[src/rtl/bgpr_pkg.sv]
package bgpr_pkg;
  localparam int MODE_W = 5;
  localparam int IDX_W  = 4;
  localparam int PHYS_N = 30;
  localparam int PHYS_W = $clog2(PHYS_N);

  typedef enum logic [MODE_W-1:0] {
    MODE_USR = 5'b10000,
    MODE_FIQ = 5'b10001,
    MODE_IRQ = 5'b10010,
    MODE_SVC = 5'b10011,
    MODE_ABT = 5'b10111,
    MODE_UND = 5'b11011,
    MODE_SYS = 5'b11111
  } mode_e;

  typedef enum logic [2:0] {
    BK_USR, BK_FIQ, BK_IRQ, BK_SVC, BK_ABT, BK_UND
  } bank_e;

  // Physical layout: 0..14 user, 15..21 fast R8..R14, then pairs of R13/R14.
  localparam int FIQ_BASE = 15;
  localparam int IRQ_BASE = 22;
  localparam int SVC_BASE = 24;
  localparam int ABT_BASE = 26;
  localparam int UND_BASE = 28;

  function automatic logic mode_known(logic [MODE_W-1:0] m);
    case (m)
      MODE_USR, MODE_FIQ, MODE_IRQ, MODE_SVC,
      MODE_ABT, MODE_UND, MODE_SYS: return 1'b1;
      default:                      return 1'b0;
    endcase
  endfunction

  function automatic bank_e bank_of(logic [MODE_W-1:0] m);
    case (m)
      MODE_FIQ: return BK_FIQ;
      MODE_IRQ: return BK_IRQ;
      MODE_SVC: return BK_SVC;
      MODE_ABT: return BK_ABT;
      MODE_UND: return BK_UND;
      default:  return BK_USR;
    endcase
  endfunction

  function automatic logic [PHYS_W-1:0] phys_of(bank_e b, logic [IDX_W-1:0] idx);
    logic [PHYS_W-1:0] base;
    logic [PHYS_W-1:0] lo;
    lo = PHYS_W'(idx);
    if (idx < 4'd8 || idx == 4'd15) return (idx == 4'd15) ? '0 : lo;
    if (b == BK_FIQ) return PHYS_W'(FIQ_BASE) + lo - PHYS_W'(8);
    if (idx < 4'd13) return lo;
    case (b)
      BK_IRQ:  base = PHYS_W'(IRQ_BASE);
      BK_SVC:  base = PHYS_W'(SVC_BASE);
      BK_ABT:  base = PHYS_W'(ABT_BASE);
      BK_UND:  base = PHYS_W'(UND_BASE);
      default: return lo;
    endcase
    return base + lo - PHYS_W'(13);
  endfunction
endpackage

[src/rtl/bgpr_map.sv]
module bgpr_map
  import bgpr_pkg::*;
(
  input  logic [MODE_W-1:0] mode_i,
  input  logic [IDX_W-1:0]  idx_i,
  output logic [PHYS_W-1:0] phys_o,
  output logic              is_pc_o
);
  bank_e bank;

  always_comb begin
    bank    = bank_of(mode_i);
    phys_o  = phys_of(bank, idx_i);
    is_pc_o = (idx_i == 4'hF);
  end
endmodule

[src/rtl/bgpr_store.sv]
module bgpr_store #(
  parameter  int DATA_W = 32,
  parameter  int DEPTH  = 30,
  localparam int AW     = $clog2(DEPTH)
) (
  input  logic              clk,
  input  logic              rst,
  input  logic              we_a,
  input  logic [AW-1:0]     wa_a,
  input  logic [DATA_W-1:0] wd_a,
  input  logic              we_b,
  input  logic [AW-1:0]     wa_b,
  input  logic [DATA_W-1:0] wd_b,
  input  logic [AW-1:0]     ra0,
  input  logic [AW-1:0]     ra1,
  output logic [DATA_W-1:0] rd0,
  output logic [DATA_W-1:0] rd1
);
  logic [DATA_W-1:0] mem [DEPTH];

  // Port b is written last so it wins on a shared address.
  always_ff @(posedge clk) begin
    if (rst) begin
      for (int i = 0; i < DEPTH; i++) mem[i] <= '0;
    end else begin
      if (we_a) mem[wa_a] <= wd_a;
      if (we_b) mem[wa_b] <= wd_b;
    end
  end

  assign rd0 = mem[ra0];
  assign rd1 = mem[ra1];
endmodule

[src/rtl/banked_gpr_file.sv]
module banked_gpr_file
  import bgpr_pkg::*;
#(
  parameter int DATA_W = 32
) (
  input  logic              clk,
  input  logic              rst,
  input  logic [4:0]        mode_i,
  input  logic [3:0]        rd0_idx_i,
  input  logic [3:0]        rd1_idx_i,
  output logic [DATA_W-1:0] rd0_data_o,
  output logic [DATA_W-1:0] rd1_data_o,
  input  logic              wr_en_i,
  input  logic [3:0]        wr_idx_i,
  input  logic [DATA_W-1:0] wr_data_i,
  input  logic              exc_en_i,
  input  logic [4:0]        exc_mode_i,
  input  logic [DATA_W-1:0] exc_lr_i,
  input  logic [DATA_W-1:0] pc_i,
  output logic              illegal_mode_o
);
  // Lookup slots: 0 read0, 1 read1, 2 general write, 3 exception link.
  localparam int NLK    = 4;
  localparam int LK_RD0 = 0;
  localparam int LK_RD1 = 1;
  localparam int LK_WR  = 2;
  localparam int LK_EXC = 3;
  localparam logic [IDX_W-1:0] LR_IDX = 4'd14;

  logic [NLK-1:0][MODE_W-1:0] lk_mode;
  logic [NLK-1:0][IDX_W-1:0]  lk_idx;
  logic [NLK-1:0][PHYS_W-1:0] lk_phys;
  logic [NLK-1:0]             lk_pc;

  assign lk_mode = {exc_mode_i, mode_i, mode_i, mode_i};
  assign lk_idx  = {LR_IDX, wr_idx_i, rd1_idx_i, rd0_idx_i};

  for (genvar g = 0; g < NLK; g++) begin : g_map
    bgpr_map u_map (
      .mode_i (lk_mode[g]),
      .idx_i  (lk_idx[g]),
      .phys_o (lk_phys[g]),
      .is_pc_o(lk_pc[g])
    );
  end

  logic              gen_we, exc_we;
  logic [DATA_W-1:0] raw0, raw1;

  assign gen_we = wr_en_i && !lk_pc[LK_WR];
  assign exc_we = exc_en_i && !lk_pc[LK_EXC];

  bgpr_store #(.DATA_W(DATA_W), .DEPTH(PHYS_N)) u_store (
    .clk (clk),
    .rst (rst),
    .we_a(gen_we),
    .wa_a(lk_phys[LK_WR]),
    .wd_a(wr_data_i),
    .we_b(exc_we),
    .wa_b(lk_phys[LK_EXC]),
    .wd_b(exc_lr_i),
    .ra0 (lk_phys[LK_RD0]),
    .ra1 (lk_phys[LK_RD1]),
    .rd0 (raw0),
    .rd1 (raw1)
  );

  always_ff @(posedge clk) begin
    if (rst) begin
      rd0_data_o     <= '0;
      rd1_data_o     <= '0;
      illegal_mode_o <= 1'b0;
    end else begin
      rd0_data_o     <= lk_pc[LK_RD0] ? pc_i : raw0;
      rd1_data_o     <= lk_pc[LK_RD1] ? pc_i : raw1;
      illegal_mode_o <= !mode_known(mode_i);
    end
  end
endmodule

[config.mk]
export PLATFORM = sky130hd
export DESIGN_NAME = banked_gpr_file
export DESIGN_NICKNAME = d
export VERILOG_FILES = /design/src/rtl/bgpr_pkg.sv /design/src/rtl/bgpr_map.sv /design/src/rtl/bgpr_store.sv /design/src/rtl/banked_gpr_file.sv
export SDC_FILE = /design/constraint.sdc
export NUM_CORES = 2
export LEC_CHECK = 0
export ABC_AREA = 1
export BUFFER_PORTS_ARGS = -buffer_cell sky130_fd_sc_hd__buf_2
export CAP_MARGIN = 10
export CORE_ASPECT_RATIO = 0.8
export CORE_MARGIN = 2
export CORE_UTILIZATION = 40
export DETAILED_ROUTE_END_ITERATION = 16
export PLACE_DENSITY_LB_ADDON = 0.2
export SYNTH_ARGS = -nofsm -noshare
export SYNTH_HDL_FRONTEND = slang
export SYNTH_SLANG_ARGS = --single-unit
[constraint.sdc]
create_clock -name clk -period 6.7 [get_ports clk]
set_input_delay 1.34 -clock clk [delete_from_list [all_inputs] [get_ports clk]]
set_output_delay 1.34 -clock clk [all_outputs]
set_load 0.02 [all_outputs]
==> results.cfg <==
[status]
status = finished clean

[critical_path]
cp-start-kind = input port
crit_path_end_kind = register
critPathMaxFanout = 72
critical_path_class = input port to register
arrival_ns = 6.01
cp_data_required_time_ns = 7.32

[timing]
setup_ws_ns = 1.31
finalSetupViolations = 0
min_period_over_period_pct = 80.4
rsz0062_at_grt = false
skew_ns = 0.0338
tns_ns = 0
max_freq_mhz = 186
tightest_slew_ns = 1.31
hold_violations = 0
timing.hold.ws_ns = 0.845
finalMaxSlewViolations = 0
relSlewSlack_pct = 12.5
fin_crit_ns = 5.39

[synth]
synth_top_area_share_pct = 46.0
ys_ff_latch = 1089
synth_area_leaders = edfxtp_1, nand3_1, nand4_1
syn_nets = 8855
ys_seq_area_share_pct = 47.9
syn_area_um2 = 66900
syn_area_per_cell_um2 = 7.68
synth.distinct_cells = 41
synthCells = 8709
synth_top_area_cell = edfxtp_1
synth_warnings = 0

[route]
final_antenna_net_count = 0
firstDrtPassIters = 9
routed_wirelength_mm = 285
viasPerCell = 6.27
wire_per_inst_um = 26.9
vias = 66431
drc = 0
dr.first_iter.drc_count = 11225

[power]
power_mw = 18.1
p_leak_nw = 31.2
ir_worst_vdd_uv = 210
p_per_area_nw_per_um2 = 248

[cts]
cts_max_path_buffers = 3
cts_tree = built
cts-root-buf = clkbuf_16
insertion_delay_ns = 0.78
ctsHoldBuffers = 0
post-cts-setup-buffers = 0
cts-buffers-inserted = 118
clkSinkCount = 1089
htreeDepth = 3
cts.clk_slew.worst_paths_ns = 0.06
cts_resized = 0

[floorplan]
dieHeight_um = 370
io-pin-count = 187
row_count = 134
core_area_um2 = 166000
start_util_pct = 40.2
dieWidth_um = 461
dieArea_um2 = 171000

[placement]
portBuffers = 186
globalplace.congestion = 0.923
dp_hpwl_mm = 162
place_ws_ns = 0.728
dpl.cell_count = 10371
placed_area_um2 = 68800

[min_path]
min_path_type = input port to register

[cells_and_area]
multiInputGateArea_um2 = 26900
syn_to_final_growth_pct = 8.77
finalNonFillerCells = 10595
mostFrequentLayoutCells = nand3_1, nand2_1, inv_1, edfxtp_1, nand4_1
fin_area_um2 = 72800
nets = 8393
seqCellArea_um2 = 32100
final_core_util_pct = 43.7
fillers = 16307
drive_gt1_share_pct = 7.39
final_common_cell = nand3_1

[grt]
antenna_found_initial = 7
grt_pass1_wl_mm = 416
grt_use_total_pct = 32.4
grt_pass1_vias = 62933
grt_start_max_net_pins = 176
overflow = 0

[run]
maxCapViolCount = 0
worst max-delay path: stages:
cell and delay (ns):
buf_2 0.13, inv_1 0.07, a211oi_1 0.58, o21ai_0 0.44, ha_1 0.43, inv_1 0.06
fa_1 0.43, nand2_1 0.08, nand2_1 0.05, inv_1 0.07, a22oi_2 0.10, inv_6 0.73
buf_4 0.57, nand3_1 0.15, nand3_1 0.15, nand3_1 0.27, nand2_1 0.23, a21oi_1 0.08
sequential cells by signal, indices dropped and copies added (netlist names):
| register | count |
|---|---|
| rd0_data_o | 32 |
| u_store.mem | 1024 |
| rd1_data_o | 32 |
| illegal_mode_o | 1 |
cell families (layout without fill, tap and decap cells):
logic type / Yosys count / after routing / share of synthesized area (%)
compound gates: 453 / 453 / 3.45
xor+xnor: 8 / 8 / 0.105
buf+inv: 2056 / 1693 / 12.1
other cells: 0 / 5 / 0
fa+ha+maj: 24 / 24 / 0.483
flops: 1089 / 1089 / 47.9
simple gates: 5079 / 5079 / 35.9
path summary, 6_finish.rpt:
check | startpoint | end | slack, ns | depth (start not counted)
max reg2reg | u_store.mem[1][20]$_DFFE_PP_ | rd1_data_o[20]$_SDFF_PP0_ | 4.90 | 8
min reg2reg | u_store.mem[20][18]$_DFFE_PP_ | rd1_data_o[18]$_SDFF_PP0_ | 0.88 | 8
max | mode_i[4] | rd1_data_o[30]$_SDFF_PP0_ | 1.31 | 18
min | mode_i[4] | illegal_mode_o$_SDFF_PP0_ | 0.85 | 2
power breakdown:
| part | switching [mW] | internal [mW] | total, mW |
|---|---|---|---|
| clock network | 2.98 | 3.89 | 6.86 |
| logic | 2.36 | 0.840 | 3.20 |
| registers | 0.166 | 7.83 | 8.00 |
cells in the mapped netlist (all sizes together):
cell and n:
nand3 2029, nand2 1305, inv 1103, edfxtp 1024, nand4 924, nor2 813
clkbuf 514, buf 438, o21ai 372, a21oi 69, dfxtp 65, ha 21
nor3 6, xnor2 5, a31oi 3, fa 3, o211ai 3, xor2 3
a211oi 2, a21o 1, a22oi 1, clkinv 1, nand3b 1, o2111ai 1
o221ai 1, or2 1
cell type report:
type	instances	share of cell area [%]
antenna	5	0.0172
clock buffer	157	4.52
clock inverter	62	0.862
inverter	1104	5.73
multi-input combinational	5564	37.0
sequential	1089	44.1
tap	2244	3.86
timing repair buffer	370	3.93
metal layers:
| layer | share of wire [%] | vias up | track usage [%] | wire, µm |
|---|---|---|---|---|
| met1 | 39 | 31725 | 44.1 | 111000 |
| met3 | 12 | 855 | 7.23 | 35100 |
| met5 | 0.0039 | - | 0 | 11 |
| met2 | 42 | 5074 | 47.1 | 120000 |
| li1 | - | 28775 | - | - |
| met4 | 6.5 | 2 | 19.1 | 18600 |
Power figures use the tool's default switching activity.
